--- config.mk ---
export PLATFORM = sky130hd
export DESIGN_NAME = fpcc_unit
export DESIGN_NICKNAME = d
export VERILOG_FILES = /design/src/rtl/fpcc_pkg.sv /design/src/rtl/fpcc_decode.sv /design/src/rtl/fpcc_order.sv /design/src/rtl/fpcc_minmax.sv /design/src/rtl/fpcc_unit.sv
export SDC_FILE = /design/constraint.sdc
export NUM_CORES = 1
export LEC_CHECK = 0
export ABC_AREA = 1
export ABC_CLOCK_PERIOD_IN_PS = 6000
export CORE_MARGIN = 2
export CORE_UTILIZATION = 49
export CTS_CLUSTER_DIAMETER = 60
export CTS_CLUSTER_SIZE = 8
export DETAILED_ROUTE_END_ITERATION = 10
export PLACE_DENSITY = 0.92
export SLEW_MARGIN = 20
export SYNTH_ARGS = -nofsm -noshare
export SYNTH_HDL_FRONTEND = slang
export SYNTH_SLANG_ARGS = --single-unit
--- constraint.sdc ---
create_clock -name clk -period 6 [get_ports clk]
set_input_delay 0.9 -clock clk [delete_from_list [all_inputs] [get_ports clk]]
set_output_delay 0.9 -clock clk [all_outputs]
set_load 0.005 [all_outputs]
--- src/rtl/fpcc_pkg.sv ---
package fpcc_pkg;

    localparam int SP_EXP_W  = 8;
    localparam int SP_MAN_W  = 23;
    localparam int CLASS_W   = 10;
    localparam int FLAG_W    = 5;
    localparam int FLAG_NV   = 4;
    localparam int OPC_W     = 3;

    typedef enum logic [OPC_W-1:0] {
        OP_CLASS = 3'd0,
        OP_EQ    = 3'd1,
        OP_LT    = 3'd2,
        OP_LE    = 3'd3,
        OP_MIN   = 3'd4,
        OP_MAX   = 3'd5
    } fpcc_op_e;

    // Decoded category of one operand
    typedef struct packed {
        logic sign;
        logic is_inf;
        logic is_zero;
        logic is_sub;
        logic is_norm;
        logic is_snan;
        logic is_qnan;
    } fp_info_t;

    typedef struct packed {
        logic [SP_EXP_W+SP_MAN_W:0] value;
        logic [FLAG_W-1:0]          flags;
    } fpcc_resp_t;

    // Ten-way category mask, lowest bit = negative infinity
    function automatic logic [CLASS_W-1:0] class_mask(input fp_info_t i);
        logic [CLASS_W-1:0] m;
        m[0] = i.sign  & i.is_inf;
        m[1] = i.sign  & i.is_norm;
        m[2] = i.sign  & i.is_sub;
        m[3] = i.sign  & i.is_zero;
        m[4] = ~i.sign & i.is_zero;
        m[5] = ~i.sign & i.is_sub;
        m[6] = ~i.sign & i.is_norm;
        m[7] = ~i.sign & i.is_inf;
        m[8] = i.is_snan;
        m[9] = i.is_qnan;
        return m;
    endfunction

endpackage

--- src/rtl/fpcc_decode.sv ---
module fpcc_decode
    import fpcc_pkg::*;
#(
    parameter int EXP_W = SP_EXP_W,
    parameter int MAN_W = SP_MAN_W,
    localparam int FP_W = EXP_W + MAN_W + 1
) (
    input  logic [FP_W-1:0] x,
    output fp_info_t        info
);
    logic [EXP_W-1:0] expo;
    logic [MAN_W-1:0] mant;
    logic exp_ones, exp_zero, man_zero, nan;

    always_comb begin
        expo     = x[FP_W-2 -: EXP_W];
        mant     = x[MAN_W-1:0];
        exp_ones = &expo;
        exp_zero = ~|expo;
        man_zero = ~|mant;
        nan      = exp_ones & ~man_zero;

        info.sign    = x[FP_W-1];
        info.is_inf  = exp_ones & man_zero;
        info.is_zero = exp_zero & man_zero;
        info.is_sub  = exp_zero & ~man_zero;
        info.is_norm = ~exp_ones & ~exp_zero;
        // top mantissa bit separates quiet from signalling
        info.is_qnan = nan & mant[MAN_W-1];
        info.is_snan = nan & ~mant[MAN_W-1];
    end
endmodule

--- src/rtl/fpcc_order.sv ---
module fpcc_order #(
    parameter int FP_W = 32
) (
    input  logic [FP_W-1:0] a,
    input  logic [FP_W-1:0] b,
    input  logic            zero_a,
    input  logic            zero_b,
    output logic            num_eq,
    output logic            num_lt,
    output logic            tot_lt
);
    localparam int MAG_W = FP_W - 1;

    logic [MAG_W-1:0] mag_a, mag_b;
    logic mag_lt, mag_eq, both_zero, sa, sb;

    always_comb begin
        sa        = a[FP_W-1];
        sb        = b[FP_W-1];
        mag_a     = a[MAG_W-1:0];
        mag_b     = b[MAG_W-1:0];
        mag_lt    = mag_a < mag_b;
        mag_eq    = mag_a == mag_b;
        both_zero = zero_a & zero_b;

        // total order with -0 below +0, NaNs excluded by caller
        if (sa != sb)
            tot_lt = sa;
        else if (!sa)
            tot_lt = mag_lt;
        else
            tot_lt = ~mag_lt & ~mag_eq;

        num_lt = tot_lt & ~both_zero;
        num_eq = (mag_eq & (sa == sb)) | both_zero;
    end
endmodule

--- src/rtl/fpcc_minmax.sv ---
module fpcc_minmax #(
    parameter int EXP_W = 8,
    parameter int MAN_W = 23,
    localparam int FP_W = EXP_W + MAN_W + 1
) (
    input  logic [FP_W-1:0] a,
    input  logic [FP_W-1:0] b,
    input  logic            nan_a,
    input  logic            nan_b,
    input  logic            snan_a,
    input  logic            snan_b,
    input  logic            tot_lt,
    input  logic            sel_max,
    output logic [FP_W-1:0] value,
    output logic            invalid
);
    localparam logic [FP_W-1:0] CANON_NAN =
        {1'b0, {EXP_W{1'b1}}, 1'b1, {(MAN_W-1){1'b0}}};

    logic pick_a;

    always_comb begin
        pick_a  = sel_max ? ~tot_lt : tot_lt;
        invalid = snan_a | snan_b;
        if (nan_a && nan_b)
            value = CANON_NAN;
        else if (nan_a)
            value = b;
        else if (nan_b)
            value = a;
        else
            value = pick_a ? a : b;
    end
endmodule

--- src/rtl/fpcc_unit.sv ---
module fpcc_unit
    import fpcc_pkg::*;
#(
    parameter int EXP_W = SP_EXP_W,
    parameter int MAN_W = SP_MAN_W,
    localparam int FP_W = EXP_W + MAN_W + 1
) (
    input  logic             clk,
    input  logic             rst,
    input  logic             in_valid,
    input  logic [OPC_W-1:0] op,
    input  logic [FP_W-1:0]  opnd_a,
    input  logic [FP_W-1:0]  opnd_b,
    output logic             out_valid,
    output logic [FP_W-1:0]  result,
    output logic [FLAG_W-1:0] flags
);
    localparam int N_OPND = 2;
    localparam logic [FP_W-1:0] CANON_NAN =
        {1'b0, {EXP_W{1'b1}}, 1'b1, {(MAN_W-1){1'b0}}};

    logic [N_OPND-1:0][FP_W-1:0] opnd;
    fp_info_t info [N_OPND];
    logic [N_OPND-1:0] nan_v, snan_v;

    assign opnd[0] = opnd_a;
    assign opnd[1] = opnd_b;

    for (genvar i = 0; i < N_OPND; i++) begin : g_dec
        fpcc_decode #(.EXP_W(EXP_W), .MAN_W(MAN_W)) u_dec (
            .x    (opnd[i]),
            .info (info[i])
        );
        assign nan_v[i]  = info[i].is_snan | info[i].is_qnan;
        assign snan_v[i] = info[i].is_snan;
    end

    logic num_eq, num_lt, tot_lt;

    fpcc_order #(.FP_W(FP_W)) u_order (
        .a      (opnd_a),
        .b      (opnd_b),
        .zero_a (info[0].is_zero),
        .zero_b (info[1].is_zero),
        .num_eq (num_eq),
        .num_lt (num_lt),
        .tot_lt (tot_lt)
    );

    logic [FP_W-1:0] mm_value;
    logic            mm_invalid;

    fpcc_minmax #(.EXP_W(EXP_W), .MAN_W(MAN_W)) u_minmax (
        .a       (opnd_a),
        .b       (opnd_b),
        .nan_a   (nan_v[0]),
        .nan_b   (nan_v[1]),
        .snan_a  (snan_v[0]),
        .snan_b  (snan_v[1]),
        .tot_lt  (tot_lt),
        .sel_max (op == OP_MAX),
        .value   (mm_value),
        .invalid (mm_invalid)
    );

    fpcc_resp_t nxt;
    logic any_nan, any_snan;

    always_comb begin
        any_nan  = |nan_v;
        any_snan = |snan_v;
        nxt      = '0;
        case (op)
            OP_CLASS: nxt.value = FP_W'(class_mask(info[0]));
            OP_EQ: begin
                nxt.value[0]        = num_eq & ~any_nan;
                nxt.flags[FLAG_NV]  = any_snan;
            end
            OP_LT: begin
                nxt.value[0]        = num_lt & ~any_nan;
                nxt.flags[FLAG_NV]  = any_nan;
            end
            OP_LE: begin
                nxt.value[0]        = (num_lt | num_eq) & ~any_nan;
                nxt.flags[FLAG_NV]  = any_nan;
            end
            OP_MIN, OP_MAX: begin
                nxt.value           = mm_value;
                nxt.flags[FLAG_NV]  = mm_invalid;
            end
            default: nxt = '0;
        endcase
    end

    always_ff @(posedge clk) begin
        if (rst) begin
            out_valid <= 1'b0;
            result    <= '0;
            flags     <= '0;
        end else begin
            out_valid <= in_valid;
            if (in_valid) begin
                result <= nxt.value;
                flags  <= nxt.flags;
            end
        end
    end

    // ---------------- assertions ----------------
    p_valid_follow_r1: assert property (@(posedge clk) disable iff (rst)
        in_valid |=> out_valid);
    p_valid_drop_r1: assert property (@(posedge clk) disable iff (rst)
        !in_valid |=> !out_valid);
    p_hold_r1: assert property (@(posedge clk) disable iff (rst)
        !in_valid |=> ($stable(result) && $stable(flags)));
    p_spare_flags_r11: assert property (@(posedge clk) disable iff (rst)
        out_valid |-> (flags[FLAG_NV-1:0] == '0));
    p_class_onehot_r3: assert property (@(posedge clk) disable iff (rst)
        (out_valid && $past(op) == OP_CLASS) |->
            ($onehot(result[CLASS_W-1:0]) && result[FP_W-1:CLASS_W] == '0
             && !flags[FLAG_NV]));
    p_cmp_bool_r11: assert property (@(posedge clk) disable iff (rst)
        (out_valid && ($past(op) == OP_EQ || $past(op) == OP_LT || $past(op) == OP_LE))
            |-> (result[FP_W-1:1] == '0));
    p_ord_nan_r6: assert property (@(posedge clk) disable iff (rst)
        (out_valid && ($past(op) == OP_LT || $past(op) == OP_LE) && $past(|nan_v))
            |-> (result == '0 && flags[FLAG_NV]));
    p_both_nan_r9: assert property (@(posedge clk) disable iff (rst)
        (out_valid && ($past(op) == OP_MIN || $past(op) == OP_MAX) && $past(&nan_v))
            |-> (result == CANON_NAN));
    p_spare_op_r12: assert property (@(posedge clk) disable iff (rst)
        (out_valid && $past(op) > OP_MAX) |-> (result == '0 && flags == '0));

endmodule

# [Yosys cells after proc, flatten, opt, wreduce, memory -nomap -nowiden]
# Cells that the tools add are included.
[op_classes] mux=10 order_cmp=1 bitwise=40 n_eq_ne=8 n_reduce_logical=16
[ops] cell="$mux 32" count=4
[ops] cell="$pmux 31 s2" count=1
[ops] cell="$reduce_or 23->1" count=2
[ops] cell="$eq 31x31->1" count=1
[ops] cell="$lt 31x31->1" count=1
[ops] cell="$and 1x1->1" count=26
[ops] cell="$reduce_and 8->1" count=2
[ops] cell="$reduce_or 8->1" count=2
[ops] cell="$not 1->1" count=9
[ops] cell="$reduce_or 2->1" count=4
[ops] cell="$eq 3x2->1 const B" count=2
[ops] cell="$eq 3x3->1 const B" count=2
[ops] cell="$or 1x1->1" count=5
[ops] cell="$pmux 1 s5" count=1
[ops] cell="$logic_not 1->1" count=4
[ops] cell="$eq 3x1->1 const B" count=1
[ops] cell="$logic_not 3->1" count=1
[ops] cell="$mux 1" count=3
[ops] cell="$pmux 1 s3" count=1
[ops] cell="$eq 1x1->1" count=1
[ops] cell="$logic_and 1x1->1" count=1
[ops] cell="$ne 1x1->1" count=1
[word_totals] output_inout_bits=38 in_bits=70 wordCells=78 register_bits=34

# [Depth between registers and ports, before layout]
# Gate-level depths: netlist (run 1).
[logic_depth] depth_word=12 ltp_mapped=23 depth_no_buf=22

# [Cells and area by module]
# A second synthesis (run 1) with hierarchy kept.
[hier_totals] hier_cells=582 area_unflattened_um2=3392.0
[modules_own_cells] module="fpcc_unit" n_inst=1 cells_per_inst=211 seq_area_each_um2=680.7 area_per_inst_um2=1502.7
[modules_own_cells] module="fpcc_order" n_inst=1 cells_per_inst=163 seq_area_each_um2=0.0 area_per_inst_um2=945.9
[modules_own_cells] module="fpcc_minmax" n_inst=1 cells_per_inst=126 seq_area_each_um2=0.0 area_per_inst_um2=595.6
[modules_own_cells] module="fpcc_decode" n_inst=2 cells_per_inst=41 seq_area_each_um2=0.0 area_per_inst_um2=173.9

# [Worst setup path before layout (run 1)]
# OpenSTA, ideal clock, no wires.
[synth_path] path_kind="input port to flip-flop" from="input opnd_b[30]" to="register result[11]" required_time_ns=5.868 slack_ns=3.323 path_stages=17 arrival_ns=2.545 path_buffers=1 setup_time_ns=0.132 path_cell_list="inv_1 -> ha_1 -> nand2_1 -> nor2_2 -> nor3b_2 -> a21oi_1 -> nand2_1 -> nand2_1 -> nand2_2 -> nand2_1 -> nand2_1 -> nand3_2 -> nand2_4 -> buf_2 -> nand2_1 -> o211ai_1 -> a21oi_1"
[synth_via] elab_chain_len=12 elab_cells_between_ends=20 cone_classes="order compare: 1; eq/ne: 1; mux: 8; bitwise: 8; reduce/logical: 2"
[synth_lines] element="from (decl)" line="fpcc_unit.sv:13" rtl="input logic [FP_W-1:0] opnd_b,"
[synth_lines] element="$lt 31x31->1 or $eq 31x31->1 (tied branches)" line="fpcc_order.sv:22, fpcc_order.sv:23"
[synth_lines] element="$not 1->1" line="fpcc_order.sv:32" rtl="tot_lt = ~mag_lt & ~mag_eq;"
[synth_lines] element="$and 1x1->1" line="fpcc_order.sv:32"
[synth_lines] element="$mux 1" line="fpcc_order.sv:29" rtl="else if (!sa)"
[synth_lines] element="$mux 1" line="fpcc_order.sv:27" rtl="if (sa != sb)"
[synth_lines] element="$not 1->1" line="fpcc_minmax.sv:23" rtl="pick_a = sel_max ? ~tot_lt : tot_lt;"
[synth_lines] element="$mux 1" line="fpcc_minmax.sv:23"
[synth_lines] element="$mux 32" line="fpcc_minmax.sv:32" rtl="value = pick_a ? a : b;"
[synth_lines] element="$mux 32" line="fpcc_minmax.sv:29" rtl="else if (nan_b)"
[synth_lines] element="$mux 32" line="fpcc_minmax.sv:27" rtl="else if (nan_a)"
[synth_lines] element="$mux 32 *" line="fpcc_minmax.sv:25" rtl="if (nan_a && nan_b)"
[synth_lines] element="$pmux 31 s2 *" line="fpcc_unit.sv:73" rtl="case (op)"
[synth_lines] element="to (signal assigned)" line="fpcc_unit.sv:103" rtl="result <= nxt.value;"
[synth_lines] element="to (decl)" line="fpcc_unit.sv:15" rtl="output logic [FP_W-1:0] result,"
# Every way passes the cells marked *; elsewhere a longest branch is shown, timed or not.
# A chain may end at the register's enable or synchronous reset.

# [Worst setup path after layout (run 1)]
[layout_path] from="input opnd_a[22]" to="register result[8]"
[layout_via] elab_chain_len=12 elab_cells_between_ends=21 cone_classes="order compare: 1; eq/ne: 1; mux: 8; bitwise: 9; reduce/logical: 2"
[layout_lines] element="from (decl)" line="fpcc_unit.sv:12" rtl="input logic [FP_W-1:0] opnd_a,"
[layout_lines] element="$lt 31x31->1 or $eq 31x31->1 (tied branches)" line="fpcc_order.sv:22, fpcc_order.sv:23"
[layout_lines] element="$not 1->1" line="fpcc_order.sv:32"
[layout_lines] element="$and 1x1->1" line="fpcc_order.sv:32"
[layout_lines] element="$mux 1" line="fpcc_order.sv:29"
[layout_lines] element="$mux 1" line="fpcc_order.sv:27"
[layout_lines] element="$not 1->1" line="fpcc_minmax.sv:23"
[layout_lines] element="$mux 1" line="fpcc_minmax.sv:23"
[layout_lines] element="$mux 32" line="fpcc_minmax.sv:32"
[layout_lines] element="$mux 32" line="fpcc_minmax.sv:29"
[layout_lines] element="$mux 32" line="fpcc_minmax.sv:27"
[layout_lines] element="$mux 32" line="fpcc_minmax.sv:25"
[layout_lines] element="$pmux 31 s2 *" line="fpcc_unit.sv:73"
# Marked as above.

==> impl_metrics.env, run 1 <==
export IMPL_viasPerCell=5.51
export IMPL_avgSynthCellArea_um2=6.17
export IMPL_finalMaxSlewViolations=0
export IMPL_cts_hold_buf=0
export IMPL_period_needed_ns=3.66
export IMPL_critPathBufInv=1
export IMPL_grt_max_degree=55
export IMPL_insertion_delay_ns=0.29
export IMPL_clock_sinks=34
export IMPL_gp_congestion=0.986
export IMPL_gr_total_overflow=0
export IMPL_crit_chain="clkdlybuf4s50_1, ha_1, a21o_1, nor2_1, nand2_1, a21oi_1, nand2_1, nand2_1, nand2_2, nand3_1, nand3_2, nand2_4, nand2_1, nand3_1, nand2_1, nand2_1, a21oi_1"
export IMPL_ys_seq_area_frac=0.228
export IMPL_antenna_cells=0
export IMPL_cp_common_cell="nand2_1"
export IMPL_worstMarginPinSlew_ns=0.985
export IMPL_first_pass_iters=5
export IMPL_synth_mux_area_frac=0
export IMPL_ios=108
export IMPL_cpPeakStageDelay_ns=0.64
export IMPL_synthAdderAreaFrac=0.143
export IMPL_grt_antenna_before_repair=0
export IMPL_max_freq_mhz=274
export IMPL_synth_seq_cells=34
export IMPL_synth_distinct_cells=30
export IMPL_vias=3601
export IMPL_cpMaxStageDelayCell="clkdlybuf4s50_1"
export IMPL_total_leakage_power_nw=1.89
export IMPL_fin_nets=682
export IMPL_start_util=0.504
export IMPL_wire_per_inst_um=14.0
export IMPL_drc=0
export IMPL_die_w_um=82.0
export IMPL_dieHeight_um=82.0
export IMPL_antenna_left=0
export IMPL_power_density_nw_per_um2=152
export IMPL_finClkSkew_ns=0
export IMPL_drt_initial_drc_count=257
export IMPL_root_buffer="clkbuf_8"
export IMPL_wl_um=9160
export IMPL_clockBufferDepth=2
export IMPL_stdcell_count=654
export IMPL_yosys_area_share_simple=0.348
export IMPL_placedCellCount=646
export IMPL_drive_gt1_frac=0.0276
export IMPL_worstPathRequired_ns=6.17
export IMPL_yosysWarnings=0
export IMPL_synth_top_family_by_area="simple AND/OR/NAND/NOR gates"
export IMPL_crit_path_end_kind="register"
export IMPL_numPortBuffers=103
export IMPL_grt_pass1_wl_um=14500
export IMPL_cts_made_buffers=5
export IMPL_mostFrequentLayoutCell="nand2_1"
export IMPL_netlist_area_um2=2980
export IMPL_hold_path_class="reg -> reg"
export IMPL_grt_pass1_vias=3352
export IMPL_finalCritPeriodShare=0.609
export IMPL_hold_viol_final=0
export IMPL_critical_path_max_fanout=54
export IMPL_synthCells=484
export IMPL_outcome="finished clean"
export IMPL_cap_violations=0
export IMPL_critPathKind="in -> reg"
export IMPL_rsz0062_at_grt="no"
export IMPL_cts_tree="yes"
export IMPL_coreArea_um2=5920
export IMPL_synth_xor_area_frac=0
export IMPL_setup_violations=0
export IMPL_arrival_ns=3.82
export IMPL_power_total_w=0.000625
export IMPL_peakVddDrop_v=0.000103
export IMPL_cts_clk_slew_worst_paths_ns=0.07
export IMPL_cts_setup_buffers=0
export IMPL_core_rowCount=28
export IMPL_path_delay_family="simple AND/OR/NAND/NOR gates"
export IMPL_areaGrowthSynthToFinish_pct=37.7
export IMPL_final_cell_mix="nand2_1 (147), clkdlybuf4s50_1 (103), inv_1 (69)"
export IMPL_die_area_um2=6730
export IMPL_grt_usage=0.279
export IMPL_dp_hpwl_um=7180
export IMPL_synth_compound_area_frac=0.155
export IMPL_fin_tns_setup_ns=0
export IMPL_startpoint_type="input pin"
export IMPL_max_slew_margin=0.339
export IMPL_htreeDepth=2
export IMPL_ctsResizeCount=0
## kinds of logic after synthesis
group / Yosys count
AO/OA/AOI/OAI: 83
adder cells (fa/ha/maj): 34
buffers and inverters: 90
flip-flops: 34
other: 1
AND/OR/NAND/NOR: 242
## layer usage
metal / vias to the layer above / wire [um] / share of wire / track usage
li1: 1770 / - / - / -
met1: 1652 / 3690 / 0.40 / 0.314
met2: 151 / 4600 / 0.50 / 0.521
met3: 28 / 621 / 0.068 / 0.0374
met4: 0 / 251 / 0.027 / 0.115
met5: - / 0 / 0 / 0
## layout make-up
type	count	area [um^2]
Clock buffer	7	86.3
Clock inverter	1	5.00
Fill cell	512	1810
Inverter	70	263
Multi-Input combinational cell	363	1940
Sequential cell	34	681
Tap cell	75	93.8
Timing Repair Buffer	104	1040
## registers in the layout, summed over array words and instances (netlist names)
signal	cells
out_valid	1
flags	1
result	32
## cells in the mapped netlist
library cell,number,area (um^2)
nor2_2,3,18.8
o22ai_1,1,6.26
dfxtp_1,34,681
o211ai_1,14,105
o21ai_1,8,40.0
nor3_1,4,20.0
clkinv_1,1,3.75
nand2_2,2,12.5
ha_1,34,425
nand4_1,17,106
a21oi_1,54,270
a21o_1,2,15.0
buf_6,1,11.3
clkbuf_1,7,26.3
buf_4,5,37.5
conb_1,1,3.75
nand3_1,27,135
o21ai_0,2,10.0
and3_1,1,6.26
a22o_1,1,8.76
buf_1,1,3.75
nand2_1,147,552
nor3b_2,1,12.5
nor2_1,33,124
nand3_2,1,10.0
nand2_4,1,11.3
buf_2,6,30.0
a211oi_1,1,7.51
inv_1,69,259
nor4_1,5,31.3
## worst paths after layout
path                                 start          to  slack, ns  depth (start not counted)
worst max-delay path            opnd_a[22]   result[8]       2.34                         17
worst min-delay path            result[27]  result[27]       0.47                          2
worst max register to register  result[23]  result[23]       5.33                          2
worst min register to register  result[27]  result[27]       0.47                          2
## through the flow
step | utilization | setup WS, ns | cell area (um^2) | hold slack (ns)
floorplan | - | 3.32 | 3000 | 0.462
global placement | 0.679 | 2.20 | 4020 | 0.455
detailed placement | 0.679 | 2.12 | 4020 | 0.455
CTS | 0.694 | 2.40 | 4110 | 0.466
global route | 0.694 | 2.04 | 4110 | 0.488
finish | 0.694 | 2.34 | 4110 | 0.465
## power breakdown
part | switching, W | internal (W) | total, W
sequential | 0.00000391 | 0.000234 | 0.000238
combinational | 0.000115 | 0.0000960 | 0.000211
clock | 0.0000848 | 0.0000925 | 0.000177
## worst min-delay path: cells and delay by family (launching register included)
family / cells / cell delay (ns)
AOI/OAI and AO/OA: 1 / 0.05
DFF: 1 / 0.31
and+or+nand+nor: 1 / 0.06
Note: power is estimated with default switching activity, not from simulation.
==> run 2: changes to the inputs <==
- ABC_CLOCK_PERIOD_IN_PS: 6000 -> 3450
- CORE_UTILIZATION: 49 -> 46
- PLACE_DENSITY: 0.92 -> 0.87
- clock period: 6 -> 3.45 ns (I/O delays scaled with it)
==> impl_metrics.env, run 2 (same netlist as run 1, synthesis figures left out) <==
export IMPL_outcome="finished clean"
export IMPL_antenna_left=0
export IMPL_cts_setup_buffers=0
export IMPL_grt_pass1_wl_um=14600
export IMPL_reg_largest_list="result (32), flags (1), out_valid (1)"
export IMPL_r2r_slack_ns=2.78
export IMPL_fin_area_um2=4160
export IMPL_finalCritPeriodShare=0.889
export IMPL_wire_per_inst_um=13.6
export IMPL_cts_hold_buf=0
export IMPL_die_area_um2=7150
export IMPL_fin_nets=688
export IMPL_start_util=0.473
export IMPL_insertion_delay_ns=0.29
export IMPL_total_leakage_power_nw=1.92
export IMPL_drt_initial_drc_count=255
export IMPL_antenna_cells=0
export IMPL_whs_ns=0.466
export IMPL_drive_gt1_frac=0.0376
export IMPL_cpMaxStageDelayCell="clkdlybuf4s50_1"
export IMPL_regMostFlops="result"
export IMPL_clockBufferDepth=2
export IMPL_grt_pass1_vias=3358
export IMPL_ff2ff_path_depth=2
export IMPL_critPathKind="in -> reg"
export IMPL_crit_chain="clkdlybuf4s50_1, inv_1, ha_1, nand2_1, nor2_2, nor3b_2, a21oi_1, nand2_1, nand2_1, nand2_2, nand2_1, nand2_1, nand3_2, nand2_4, nand2_1, nand3_1, nand2_1, nand2_1, a21oi_1"
export IMPL_power_density_nw_per_um2=263
export IMPL_vias=3568
export IMPL_die_w_um=84.5
export IMPL_setup_violations=0
export IMPL_gr_total_overflow=0
export IMPL_startpoint_type="input pin"
export IMPL_cap_violations=0
export IMPL_place_area_um2=4070
export IMPL_cpPeakStageDelay_ns=0.47
export IMPL_cts_tree="yes"
export IMPL_cts_clk_slew_worst_paths_ns=0.07
export IMPL_period_needed_ns=3.07
export IMPL_htreeDepth=2
export IMPL_hold_path_class="reg -> reg"
export IMPL_grt_antenna_before_repair=0
export IMPL_final_cell_mix="nand2_1 (147), clkdlybuf4s50_1 (103), inv_1 (69)"
export IMPL_max_slew_margin=0.437
export IMPL_coreArea_um2=6310
export IMPL_areaGrowthSynthToFinish_pct=39.3
export IMPL_post_route_util=0.659
export IMPL_reg2reg_from="result[11]"
export IMPL_stdcell_count=662
export IMPL_critical_path_max_fanout=54
export IMPL_critPathLaunch="opnd_b[30]"
export IMPL_cp_common_cell="nand2_1"
export IMPL_largest_reg_flops=32
export IMPL_final_fill_count=578
export IMPL_numPortBuffers=103
export IMPL_finalMaxSlewViolations=0
export IMPL_fin_tns_setup_ns=0
export IMPL_crit_path_end_kind="register"
export IMPL_root_buffer="clkbuf_8"
export IMPL_max_freq_mhz=326
export IMPL_finClkSkew_ns=0
export IMPL_ios=108
export IMPL_peakVddDrop_v=0.000227
export IMPL_mostFrequentLayoutCell="nand2_1"
export IMPL_worstMarginPinSlew_ns=0.841
export IMPL_cts_made_buffers=5
export IMPL_setup_worst_path_end="result[7]"
export IMPL_wl_um=8980
export IMPL_first_pass_iters=5
export IMPL_drc=0
export IMPL_dp_hpwl_um=7180
export IMPL_arrival_ns=3.24
export IMPL_clock_sinks=34
export IMPL_core_rowCount=29
export IMPL_crit_reg2reg_capture="result[11]"
export IMPL_placedCellCount=654
export IMPL_worstPathRequired_ns=3.62
export IMPL_grt_max_degree=55
export IMPL_grt_usage=0.247
export IMPL_rsz0062_at_grt="no"
export IMPL_hold_viol_final=0
export IMPL_ctsResizeCount=0
export IMPL_gp_congestion=0.961
export IMPL_dieHeight_um=84.5
export IMPL_viasPerCell=5.39
[run 2: changes by cell type in the layout (fill, tap and decap cells not counted)]
cell / delta
buf_4: +6
[run 2: cell type report]
| class | instances | area [um^2] | share of cell area |
|---|---|---|---|
| Multi-Input combinational cell | 363 | 1940 | 0.467 |
| Inverter | 70 | 263 | 0.0632 |
| Clock inverter | 1 | 5.00 | 0.00120 |
| Clock buffer | 7 | 86.3 | 0.0208 |
| Tap cell | 77 | 96.3 | 0.0232 |
| Sequential cell | 34 | 681 | 0.164 |
| Timing Repair Buffer | 110 | 1080 | 0.261 |
[run 2: worst max-delay path: cells and delay by family]
family                     cells  cell delay (ns)
buffers and inverters          2             0.54
and+or+nand+nor               14             1.72
adders and majority gates      1             0.29
AOI/OAI and AO/OA              2             0.17
[run 2: worst min-delay path by stage]
stage / depth (start not counted) / slack [ns] / start / end
global placement: 2 / 0.45 / result[16] / result[16]
detailed placement: 2 / 0.46 / result[1] / result[1]
floorplan: 2 / 0.46 / flags[4] / flags[4]
CTS: 2 / 0.47 / result[1] / result[1]
global route: 2 / 0.48 / flags[4] / flags[4]
finish: 2 / 0.47 / result[1] / result[1]
[run 2: per-layer routing]
layer  track usage  share of wire
met1         0.300           0.42
met2         0.438           0.50
met3        0.0393          0.063
met4        0.0909          0.024
met5             0              0
[run 2: where the power goes]
part	switching, W	total (W)	internal (W)
Combinational	0.000198	0.000370	0.000172
Clock	0.000150	0.000311	0.000161
Sequential	0.00000707	0.000413	0.000406
[run 2: per-stage QoR]
| step | power [W] | worst slack (ns) |
|---|---|---|
| 3_5_place_dp | 0.000786 | 0.117 |
| 3_3_place_gp | 0.000775 | 0.192 |
| 2_1_floorplan | 0.000624 | 1.16 |
| 6_report | 0.00109 | 0.382 |
| 4_1_cts | 0.00110 | 0.414 |
| 5_1_grt | 0.00116 | 0.127 |
==> run 3: changes to the inputs <==
- CORE_MARGIN: 2 -> default
==> impl_metrics.env, run 3 (same netlist as run 1, synthesis figures left out) <==
export IMPL_drt_initial_drc_count=238
export IMPL_cp_common_cell="nand2_1"
export IMPL_peakVddDrop_v=0.000211
export IMPL_grt_util_met3=0.0374
export IMPL_ios=108
export IMPL_power_density_nw_per_um2=266
export IMPL_cts_setup_buffers=0
export IMPL_drc=0
export IMPL_clockBufferDepth=2
export IMPL_largest_reg_flops=32
export IMPL_share_comb_of_total_power=0.337
export IMPL_root_buffer="clkbuf_8"
export IMPL_outcome="finished clean"
export IMPL_antenna_cells=0
export IMPL_areaGrowthSynthToFinish_pct=38.9
export IMPL_grt_pass1_vias=3338
export IMPL_crit_chain="clkdlybuf4s50_1, inv_1, ha_1, nand2_1, nor2_2, nor3b_2, a21oi_1, nand2_1, nand2_1, nand2_2, nand2_1, nand2_1, nand3_2, nand2_4, nand2_1, nand3_1, nand2_1, nand2_1, a21oi_1"
export IMPL_start_util=0.490
export IMPL_setup_violations=0
export IMPL_finClkSkew_ns=0
export IMPL_max_freq_mhz=313
export IMPL_core_rowCount=28
export IMPL_busiest_layer="met2"
export IMPL_fin_tns_setup_ns=0
export IMPL_placedCellCount=650
export IMPL_power_share_clock=0.288
export IMPL_gr_total_overflow=0
export IMPL_rsz0062_at_grt="no"
export IMPL_final_cell_mix="nand2_1 (147), clkdlybuf4s50_1 (103), inv_1 (69)"
export IMPL_post_route_util=0.680
export IMPL_coreArea_um2=6100
export IMPL_cts_tree="yes"
export IMPL_antenna_left=0
export IMPL_crit_path_end_kind="register"
export IMPL_worstMarginPinSlew_ns=0.676
export IMPL_grt_antenna_before_repair=0
export IMPL_first_pass_iters=5
export IMPL_met2_usage=0.496
export IMPL_vias=3532
export IMPL_total_leakage_power_nw=1.91
export IMPL_period_needed_ns=3.19
export IMPL_cpPeakStageDelay_ns=0.49
export IMPL_viasPerCell=5.37
export IMPL_p_int_w=0.000738
export IMPL_dp_hpwl_um=7140
export IMPL_die_w_um=82.5
export IMPL_die_area_um2=6810
export IMPL_numPortBuffers=103
export IMPL_wire_per_inst_um=13.9
export IMPL_drive_gt1_frac=0.0360
export IMPL_finalCritPeriodShare=0.925
export IMPL_arrival_ns=3.36
export IMPL_startpoint_type="input pin"
export IMPL_mostFrequentLayoutCell="nand2_1"
export IMPL_switchingPower_w=0.000365
export IMPL_ctsResizeCount=0
export IMPL_cap_violations=0
export IMPL_stdcell_count=658
export IMPL_grt_usage=0.280
export IMPL_grt_max_degree=55
export IMPL_use_met1=0.340
export IMPL_htreeDepth=2
export IMPL_gp_congestion=0.984
export IMPL_grt_pass1_wl_um=14600
export IMPL_cts_made_buffers=5
export IMPL_hold_viol_final=0
export IMPL_regMostFlops="result"
export IMPL_cts_clk_slew_worst_paths_ns=0.07
export IMPL_insertion_delay_ns=0.29
export IMPL_final_fill_count=528
export IMPL_finalMaxSlewViolations=0
export IMPL_wl_um=9140
export IMPL_fin_nets=686
export IMPL_dieHeight_um=82.5
export IMPL_critical_path_max_fanout=54
export IMPL_clock_sinks=34
export IMPL_hold_path_class="reg -> reg"
export IMPL_worstPathRequired_ns=3.62
export IMPL_max_slew_margin=0.548
export IMPL_cts_hold_buf=0
export IMPL_reg_largest_list="result (32), flags (1), out_valid (1)"
export IMPL_p_sw_frac=0.331
export IMPL_p_seq_frac=0.375
export IMPL_cpMaxStageDelayCell="clkdlybuf4s50_1"
export IMPL_critPathKind="in -> reg"
[run 3: path summary, 6_finish.rpt]
path	startpoint	to	slack, ns	cells after the start
setup / recovery	opnd_b[30]	result[8]	0.26	19
setup reg to reg	result[10]	result[10]	2.76	2
hold reg to reg	result[26]	result[26]	0.47	2
hold / removal	result[26]	result[26]	0.47	2
[run 3: cell type report]
| type | count | area (um^2) | share of cell area |
|---|---|---|---|
| Multi-Input combinational cell | 363 | 1940 | 0.469 |
| Inverter | 70 | 263 | 0.0634 |
| Clock buffer | 6 | 82.6 | 0.0199 |
| Timing Repair Buffer | 108 | 1070 | 0.258 |
| Sequential cell | 34 | 681 | 0.164 |
| Clock inverter | 2 | 12.5 | 0.00302 |
| Tap cell | 75 | 93.8 | 0.0226 |
[run 3: through the flow]
stage,hold WS [ns],total power (W),cell area (um^2),setup slack (ns)
floorplan,0.462,0.000624,3000,1.16
global placement,0.453,0.000775,4050,0.144
detailed placement,0.456,0.000787,4050,0.0414
CTS,0.467,0.00110,4140,0.339
global route,0.486,0.00117,4140,0.0569
finish,0.468,0.00110,4140,0.259
[run 3: routing by layer]
layer | wire length, um | vias to the layer above
li1 | - | 1774
met1 | 4010 | 1590
met2 | 4400 | 144
met3 | 509 | 24
met4 | 212 | 0
met5 | 0 | -
[run 3: power by group through the flow]
stage	Combinational (W)	Clock [W]	Sequential (W)
floorplan	0.000201	0	0.000423
global placement	0.000353	0	0.000422
detailed placement	0.000365	0	0.000422
CTS	0.000369	0.000320	0.000413
global route	0.000416	0.000338	0.000414
finish	0.000372	0.000318	0.000413
[run 3: critical path: cells and delay by family]
kind,cells,cell delay [ns]
buffers and inverters,2,0.57
adder cells (fa/ha/maj),1,0.30
AND/OR/NAND/NOR,14,1.74
AO/OA/AOI/OAI,2,0.18
